`config.mk`:
```
export PLATFORM = sky130hd
export DESIGN_NAME = lsag_addr_gen
export DESIGN_NICKNAME = d
export VERILOG_FILES = /design/src/rtl/lsag_pkg.sv /design/src/rtl/lsag_offset_sel.sv /design/src/rtl/lsag_addsub.sv /design/src/rtl/lsag_index_sel.sv /design/src/rtl/lsag_addr_gen.sv
export SDC_FILE = /design/constraint.sdc
export NUM_CORES = 1
export LEC_CHECK = 0
export ABC_CLOCK_PERIOD_IN_PS = 5200
export BUFFER_PORTS_ARGS = -buffer_cell sky130_fd_sc_hd__buf_4
export CORE_UTILIZATION = 50
export DETAILED_ROUTE_END_ITERATION = 10
export PLACE_DENSITY = 0.91
export SYNTH_ARGS = -nofsm -noshare
export SYNTH_HDL_FRONTEND = slang
export SYNTH_SLANG_ARGS = --single-unit
```
`constraint.sdc`:
```
create_clock -name vclk -period 5.2
set_clock_uncertainty 0.2 [all_clocks]
set_input_delay 0.26 -clock vclk [all_inputs]
set_output_delay 0.26 -clock vclk [all_outputs]
set_load 0.01 [all_outputs]
```
`src/rtl/lsag_pkg.sv`:
```
// Package: shared constants and enumerations for the load/store address generator.
// Assumes a byte-addressed flat address space whose width is set by LSAG_ADDR_W.
package lsag_pkg;
    localparam int LSAG_ADDR_W  = 32;
    localparam int LSAG_IMM_W   = 12;
    localparam int LSAG_SHAMT_W = 5;

    // Which operand supplies the offset
    typedef enum logic {
        OFS_IMM = 1'b0,
        OFS_REG = 1'b1
    } ofs_src_e;

    // Indexing mode: when the base is applied to the access
    typedef enum logic {
        IDX_POST = 1'b0,
        IDX_PRE  = 1'b1
    } idx_mode_e;
endpackage

```
`src/rtl/lsag_offset_sel.sv`:
```
// Module: offset selector. Produces the full-width offset from either a
// zero-extended immediate or a register shifted left by a barrel shifter.
// Assumes SHAMT_W stages are enough to cover shifts up to ADDR_W-1.
module lsag_offset_sel #(
    parameter int ADDR_W  = 32,
    parameter int IMM_W   = 12,
    parameter int SHAMT_W = 5
) (
    input  logic                src_reg,
    input  logic [IMM_W-1:0]    imm_ofs,
    input  logic [ADDR_W-1:0]   reg_ofs,
    input  logic [SHAMT_W-1:0]  shamt,
    output logic [ADDR_W-1:0]   offset
);
    localparam int PAD_W = ADDR_W - IMM_W;

    logic [ADDR_W-1:0] stage [SHAMT_W+1];
    logic [ADDR_W-1:0] imm_ext;

    assign stage[0] = reg_ofs;

    // Barrel shifter: stage s shifts by 2**s when shamt bit s is set
    for (genvar s = 0; s < SHAMT_W; s++) begin : g_shift
        localparam int STEP = 1 << s;
        assign stage[s+1] = shamt[s] ? (stage[s] << STEP) : stage[s];
    end

    // Zero-extend the unsigned immediate
    assign imm_ext = {{PAD_W{1'b0}}, imm_ofs};

    // Pick the offset source
    always_comb begin
        offset = src_reg ? stage[SHAMT_W] : imm_ext;
    end
endmodule

```
`src/rtl/lsag_addsub.sv`:
```
// Module: wrapping adder/subtractor. Subtraction is done as addition of
// the inverted operand with a carry-in of one; the carry-out is discarded.
module lsag_addsub #(
    parameter int ADDR_W = 32
) (
    input  logic              do_add,
    input  logic [ADDR_W-1:0] a,
    input  logic [ADDR_W-1:0] b,
    output logic [ADDR_W-1:0] sum
);
    logic [ADDR_W-1:0] b_eff;
    logic              cin;

    // Condition the second operand for add or subtract
    always_comb begin
        b_eff = do_add ? b : ~b;
        cin   = ~do_add;
    end

    // Single carry-propagate add; the carry-out is dropped, so the result wraps
    always_comb begin
        sum = a + b_eff + {{(ADDR_W-1){1'b0}}, cin};
    end
endmodule

```
`src/rtl/lsag_index_sel.sv`:
```
// Module: indexing-mode selector. Chooses the access address and the
// writeback value and enable from the base and the offset base.
module lsag_index_sel #(
    parameter int ADDR_W = 32
) (
    input  logic              pre_mode,
    input  logic              wb_req,
    input  logic [ADDR_W-1:0] base_val,
    input  logic [ADDR_W-1:0] moved,
    output logic [ADDR_W-1:0] eff_addr,
    output logic [ADDR_W-1:0] next_base,
    output logic              base_we
);
    import lsag_pkg::*;

    idx_mode_e mode;

    // Decode the mode flag
    always_comb mode = idx_mode_e'(pre_mode);

    // Route the addresses and the enable according to the mode
    always_comb begin
        next_base = moved;
        if (mode == IDX_PRE) begin
            eff_addr = moved;
            base_we  = wb_req;
        end else begin
            eff_addr = base_val;
            base_we  = 1'b1;
        end
    end
endmodule

```
`src/rtl/lsag_addr_gen.sv`:
```
// Module: top of the load/store address generator. Combinational: it selects
// the offset, applies it to the base and routes the result by indexing mode.
// It has no clock and no state.
module lsag_addr_gen #(
    parameter int ADDR_W  = lsag_pkg::LSAG_ADDR_W,
    parameter int IMM_W   = lsag_pkg::LSAG_IMM_W,
    parameter int SHAMT_W = lsag_pkg::LSAG_SHAMT_W
) (
    input  logic [ADDR_W-1:0]  base_val,
    input  logic               use_reg_ofs,
    input  logic [IMM_W-1:0]   imm_ofs,
    input  logic [ADDR_W-1:0]  reg_ofs,
    input  logic [SHAMT_W-1:0] shamt,
    input  logic               ofs_add,
    input  logic               pre_idx,
    input  logic               wb_req,
    output logic [ADDR_W-1:0]  eff_addr,
    output logic [ADDR_W-1:0]  next_base,
    output logic               base_we
);
    logic [ADDR_W-1:0] offset;
    logic [ADDR_W-1:0] moved;

    lsag_offset_sel #(
        .ADDR_W (ADDR_W),
        .IMM_W  (IMM_W),
        .SHAMT_W(SHAMT_W)
    ) u_ofs (
        .src_reg(use_reg_ofs),
        .imm_ofs(imm_ofs),
        .reg_ofs(reg_ofs),
        .shamt  (shamt),
        .offset (offset)
    );

    lsag_addsub #(.ADDR_W(ADDR_W)) u_add (
        .do_add(ofs_add),
        .a     (base_val),
        .b     (offset),
        .sum   (moved)
    );

    lsag_index_sel #(.ADDR_W(ADDR_W)) u_idx (
        .pre_mode (pre_idx),
        .wb_req   (wb_req),
        .base_val (base_val),
        .moved    (moved),
        .eff_addr (eff_addr),
        .next_base(next_base),
        .base_we  (base_we)
    );
endmodule

```
# After elaboration in Yosys (flattened, before gate mapping)
# Index checks and enable logic that the tools add are counted.
# word_totals
wordCells	13
inputBits	85
output_inout_bits	65
register_bits	0
# op_classes
bitwise_logic	2
addsub	2
mux	9
# ops
operator	n
two-way mux 32 bit	8
adder 32 x 1 -> 32 bit	1
adder 32 bit	1
NOT 32 bit	1
two-way mux 1 bit	1
NOT 1 bit	1

# Longest topological paths before layout
# Gate-level depths: netlist of the first run.
# depth
ltp_word	11
mapped_depth	21

# By module
# Synthesis of the first run repeated with hierarchy kept, for this count alone.
# hier_totals
hier_cells	611
area_unflattened_um2	4887.2
# modules_own_cells
module	n_inst	cells_each	area_each_um2
lsag_offset_sel	1	264	2058.2
lsag_addsub	1	278	2042.0
lsag_index_sel	1	69	787.0

# Worst setup path before layout of the first run
# OpenSTA, ideal clock, no wires.
# synth_path
path_kind	input-to-output
start	in shamt[1]
end	out eff_addr[24]
arrival_time_ps	3946
stages	19
path_buffers	5
setup_slack_ps	794
path_cell_list	buf_6 -> buf_12 -> buf_4 -> buf_2 -> o31ai_1 -> nor2_1 -> or3_1 -> a21oi_1 -> xnor2_1 -> ha_1 -> clkbuf_1 -> a211oi_1 -> nand2_1 -> a211o_1 -> and3_1 -> o31a_1 -> o21a_1 -> nor2_1 -> mux2_2
# synth_between
elab_chain_cells	10
# synth_rtl
item	line	source
start: declaration	lsag_addr_gen.sv:13	input logic [SHAMT_W-1:0] shamt,
two-way mux 32 bit * (4 in series)	lsag_offset_sel.sv:25	assign stage[s+1] = shamt[s] ? (stage[s] << STEP) : stage[s];
two-way mux 32 bit *	lsag_offset_sel.sv:33	offset = src_reg ? stage[SHAMT_W] : imm_ext;
NOT 32 bit	lsag_addsub.sv:16	b_eff = do_add ? b : ~b;
two-way mux 32 bit *	lsag_addsub.sv:16	
adder 32 bit *	lsag_addsub.sv:22	sum = a + b_eff + {{(ADDR_W-1){1'b0}}, cin};
adder 32 x 1 -> 32 bit *	lsag_addsub.sv:22	
via next_base[24]	lsag_addr_gen.sv:18	output logic [ADDR_W-1:0] next_base,
two-way mux 32 bit *	lsag_index_sel.sv:24	if (mode == IDX_PRE) begin
end: declaration	lsag_addr_gen.sv:17	output logic [ADDR_W-1:0] eff_addr,
# Mark *: on every way through the listed nets, which the timed path passes. The rest lies on a longest branch.

# Worst setup path in the final report of the first run
# layout_path
start	in shamt[1]
end	out eff_addr[30]
# layout_between
elab_chain_cells	10
# layout_rtl
item	line
two-way mux 32 bit * (4 in series)	lsag_offset_sel.sv:25
two-way mux 32 bit *	lsag_offset_sel.sv:33
NOT 32 bit	lsag_addsub.sv:16
two-way mux 32 bit *	lsag_addsub.sv:16
adder 32 bit *	lsag_addsub.sv:22
adder 32 x 1 -> 32 bit *	lsag_addsub.sv:22
two-way mux 32 bit *	lsag_index_sel.sv:24
# Every way passes the cells marked *; elsewhere a longest branch is shown, timed or not.

==> impl_metrics.tcl, run 1 <==
set metrics [dict create \
    status "completed" \
    rsz0062_at_grt "false" \
    grt_max_degree 40 \
    busiest_layer "met2" \
    fp.coreArea_mm2 0.00785 \
    multi_input_area_mm2 0.00391 \
    ant_nets 0 \
    vias_per_cell 6.04 \
    die_x_um 92.8 \
    worst_setup_path_end_kind "output port" \
    hpwl_um 11100 \
    final_hold_viol_count 0 \
    tns_ns 0 \
    grtUsageMet1 0.380 \
    io_pins 150 \
    cp_data_arrival_time_ns 4.38 \
    overflow 0 \
    drv_cap 0 \
    antenna_cells 0 \
    clkbuf_count 0 \
    drive_gt1_frac 0.290 \
    max_stage_delay_ns 0.43 \
    drv_slew 0 \
    period_minus_slack_ns 4.84 \
    area_growth_pct 26.4 \
    dieArea_mm2 0.00862 \
    seqCellArea_um2 0 \
    grt_pass1_vias 4453 \
    wl_per_cell_um 16.3 \
    setup_violations 0 \
    maxSlewHeadroom 0.607 \
    drtPass1Iterations 5 \
    p_leak_nw 2.47 \
    nNetsFinal 818 \
    cts_resized 0 \
    use_met3 0.0156 \
    synth_commonest_cells "nand2_1, mux2i_1, a21oi_1" \
    power_mw 1.05 \
    routed_wl_um 13000 \
    fin_crit_sh 0.931 \
    worst_pin_slew_ns 0.588 \
    routabilityCongestion 0.972 \
    cts_setup_buffers 0 \
    yosys.area.top_type_share 0.138 \
    ys_seq_area_frac 0 \
    vias 4827 \
    placementRows 32 \
    peakVddDrop_mv 0.0792 \
    fillers 716 \
    synth_area_per_cell_um2 7.09 \
    yosys_warnings 0 \
    hp-class "in2out" \
    synth.net_count 701 \
    seq_cell_count 0 \
    cp-startpoint "shamt[1]" \
    synth_cell_types 59 \
    grtUsageMet2 0.532 \
    synth.most_common_cell "nand2_1" \
    portBuffers 150 \
    drc_errors 0 \
    grt_pass1_wl_um 21100 \
    crit_path_start_kind "input pin" \
    holdBufCountCts 0 \
    crit_chain "buf_4 > mux2i_1 > mux2i_1 > a21oi_1 > nand2_1 > o211ai_1 > xor2_1 > ha_1 > a21oi_1 > o21ai_1 > a211o_1 > and3_1 > o21ai_1 > a31oi_1 > xor2_1 > mux2_2 > buf_4" \
    powerDensity_mw_per_mm2 202 \
    drt_iter0_drc 225 \
    chipHeight_um 92.8 \
    cp_slowest_cell "a21oi_1" \
    synth.largest_area_cell "mux2i_1" \
    path_max_fanout 36 \
    cp_data_required_time_ns 4.74 \
    grt_use_total 0.296 \
    syn_inst 582 \
    antenna_found_initial 0 \
    netlist_area_mm2 0.00412 \
    fmax_mhz 207 \
    hp-start "wb_req" \
    initial_core_util 0.526 \
    crit_type "in2out" \
    synth.top_cells.by_area "mux2i_1, ha_1, mux2_2, nand2_1, xor2_1" \
]
[logic make-up after synthesis]
group / count (synthesis) / share of synthesized area
and+or+nand+nor: 181 / 0.199
AOI/OAI and AO/OA: 159 / 0.244
muxes: 98 / 0.268
xor gates and xnor gates: 61 / 0.131
buffers and inverters: 49 / 0.0525
adders and majority gates: 34 / 0.105
[critical path: cells and delay by family]
kind / cells / cell delay (ns)
simple gates: 2 / 0.39
buf+inv: 2 / 0.55
compound gates: 7 / 1.68
xor+xnor: 2 / 0.43
mux: 3 / 0.72
fa+ha+maj: 1 / 0.34
[per-stage QoR]
| stage | worst slack, ns | cells | utilization | hold slack, ns | area (um2) |
|---|---|---|---|---|---|
| floorplan | 0.794 | 582 | - | 0.408 | 4120 |
| global placement | 0.440 | 799 | 0.664 | 0.585 | 5210 |
| detailed placement | 0.379 | 799 | 0.664 | 0.603 | 5210 |
| CTS | 0.393 | 799 | 0.664 | 0.603 | 5210 |
| global route | 0.0115 | 799 | 0.664 | 0.635 | 5210 |
| finish | 0.358 | 799 | 0.664 | 0.595 | 5210 |
[per-layer routing]
| metal | vias up | routed length (um) | part of all wire |
|---|---|---|---|
| li1 | 2349 | - | - |
| met1 | 2225 | 5580 | 0.43 |
| met2 | 214 | 6290 | 0.48 |
| met3 | 39 | 791 | 0.061 |
| met4 | 0 | 358 | 0.028 |
| met5 | - | 0 | 0 |
[worst paths after layout]
kind                  slack [ns]  depth (start not counted)           end
worst max-delay path        0.36                         17  eff_addr[30]
worst min-delay path        0.60                          3       base_we
[cell usage in the layout (no fill, tap or decap), drive strengths merged, types with 10 or more instances in the layout]
master and n:
xnor2 27, mux2i 58, mux2 34, xor2 34, ha 33, nand3 10, a21oi 52, buf 150
a21o 13, nand2 93, nor2 33, inv 14, o21ai 37
[where the power goes]
group	switching [mW]	internal, mW	leakage, nW	total [mW]
Sequential	0	0	0	0
Clock	0	0	0	0
Combinational	0.546	0.507	2.47	1.05
[area by class of cell]
class	count	share of cell area
Inverter	14	0.0101
Timing Repair Buffer	150	0.216
Tap cell	102	0.0245
Multi-Input combinational cell	533	0.749
Power figures use the tool's default switching activity.
==> inputs of run 2 (changes only) <==
--- a/config.mk
+++ b/config.mk
@@ -7,9 +7,10 @@
 export LEC_CHECK = 0
 export ABC_CLOCK_PERIOD_IN_PS = 5200
 export BUFFER_PORTS_ARGS = -buffer_cell sky130_fd_sc_hd__buf_4
-export CORE_UTILIZATION = 50
+export CORE_UTILIZATION = 53
 export DETAILED_ROUTE_END_ITERATION = 10
-export PLACE_DENSITY = 0.91
+export PLACE_DENSITY = 0.95
+export RECOVER_POWER = 100
 export SYNTH_ARGS = -nofsm -noshare
 export SYNTH_HDL_FRONTEND = slang
 export SYNTH_SLANG_ARGS = --single-unit
==> constraint.sdc (replaced) <==
create_clock -name vclk -period 5.2
set_clock_uncertainty 0.2 [all_clocks]
set_input_delay 0.52 -clock vclk [all_inputs]
set_output_delay 0.52 -clock vclk [all_outputs]
set_load 0.01 [all_outputs]
==> run 2 against run 1 <==
The run now ends with max-capacitance violations, max-slew violations left. Combinational power hardly changed. Die area is 5.5% lower. Fmax is 3.9% lower. Final cell count is 3.1% higher. Critical endpoint is now eff_addr[24]. Largest power group unchanged. Highest routed layer unchanged.
==> impl_metrics.tcl, run 2 (synthesis gave the netlist of run 1 again) <==
set metrics [dict create \
    hp-start "wb_req" \
    holdBufCountCts 0 \
    crit_path_start_kind "input pin" \
    worst_setup_path_end_kind "output port" \
    area_growth_pct 29.9 \
    fp.coreArea_mm2 0.00737 \
    cp_data_arrival_time_ns 4.32 \
    grt_pass1_wl_um 22600 \
    hp-class "in2out" \
    chipHeight_um 90.2 \
    cp_data_required_time_ns 4.48 \
    antenna_cells 0 \
    setup_violations 0 \
    path_max_fanout 10 \
    io_pins 150 \
    nNetsFinal 846 \
    grt_use_total 0.329 \
    crit_type "in2out" \
    p_leak_nw 2.49 \
    layout_common_cells "buf_4, nand2_1, mux2i_1" \
    hpwl_um 11600 \
    drive_gt1_frac 0.287 \
    portBuffers 150 \
    layout_commonest_cell "buf_4" \
    clkbuf_count 0 \
    place_ws_ns 0.130 \
    wl_met1_um 5690 \
    routabilityCongestion 0.930 \
    vias 5025 \
    peakVddDrop_mv 0.0862 \
    die_x_um 90.2 \
    wl_met2_um 6770 \
    vias_per_cell 6.10 \
    period_minus_slack_ns 5.04 \
    fmax_mhz 199 \
    dpl.cell_count 821 \
    drt_iter0_drc 269 \
    status "finished, violations left" \
    drtPass1Iterations 5 \
    antenna_found_initial 0 \
    fin_cells 824 \
    power_mw 1.06 \
    wl_met3_um 970 \
    seqCellArea_um2 0 \
    top_layer "met4" \
    fin_crit_sh 0.969 \
    initial_core_util 0.560 \
    worst_pin_slew_ns 1.90 \
    overflow 0 \
    worst_slack_ns 0.163 \
    dieArea_mm2 0.00814 \
    grt_pass1_vias 4704 \
    ant_nets 0 \
    seq_cell_count 0 \
    violations "max-capacitance violations, max-slew violations" \
    drc_errors 0 \
    drv_slew 36 \
    grt_max_degree 40 \
    wl_per_cell_um 16.8 \
    powerDensity_mw_per_mm2 197 \
    final_hold_viol_count 0 \
    routed_wl_um 13900 \
    placementRows 31 \
    drv_cap 1 \
    cp-startpoint "shamt[1]" \
    maxSlewHeadroom -0.268 \
]
[run 2: cell types whose count changed in the layout (fill, tap and decap cells not counted), moves of 2 or more]
cell      before  now
a21oi_1       52   49
buf_4        150  144
a21oi_2        0    3
mux2i_1       57   55
clkbuf_1       0   32
mux2i_2        1    3
o21ai_0       27   25
[run 2: repair_timing]
item / 4_1_cts / 5_1_grt
setup buffers: 0 / 3
resized for setup: 0 / 18
endpoints found under the setup margin: 0 / 11
endpoints found under the hold margin: 0 / 0
[run 2: through the flow]
step	instance area (um2)	hold slack (ns)	util	TNS, ns
global placement	5410	1.10	0.734	0
finish	5360	1.11	0.727	0
CTS	5410	1.11	0.734	0
floorplan	4120	0.928	-	0
detailed placement	5410	1.11	0.734	0
global route	5360	1.12	0.727	-0.00878
[run 2: path summary, 6_finish.rpt]
check	end	slack, ns	cells after the start
max	eff_addr[24]	0.16	18
min	base_we	1.11	3
[run 2: routing by layer]
metal	track usage	up-vias
met5	0	-
met4	0.0968	0
met3	0.0220	47
met2	0.592	262
met1	0.416	2317
li1	-	2399
[run 2: area by class of cell]
class	instances	area [um2]
inverters	14	52.6
well taps	99	124
fillers	655	2010
repair buffers	178	1230
multi-input cells	533	3950
[run 2: worst max-delay path: stages]
cell and delay, ns:
buf_4 0.18, buf_4 0.17, mux2i_1 0.29, mux2i_1 0.17
a21oi_1 0.36, nand2_1 0.13, o211ai_1 0.12, xor2_1 0.25
ha_1 0.36, a21oi_1 0.18, o21ai_1 0.13, a211o_1 0.32
and3_1 0.21, o31a_1 0.30, nor3_1 0.14, nor2_1 0.08
mux2_2 0.26, buf_4 0.14
[run 2: power by group]
group          internal [mW]  leakage (nW)  switching (mW)
clock network              0             0               0
registers                  0             0               0
logic                  0.491          2.49           0.567
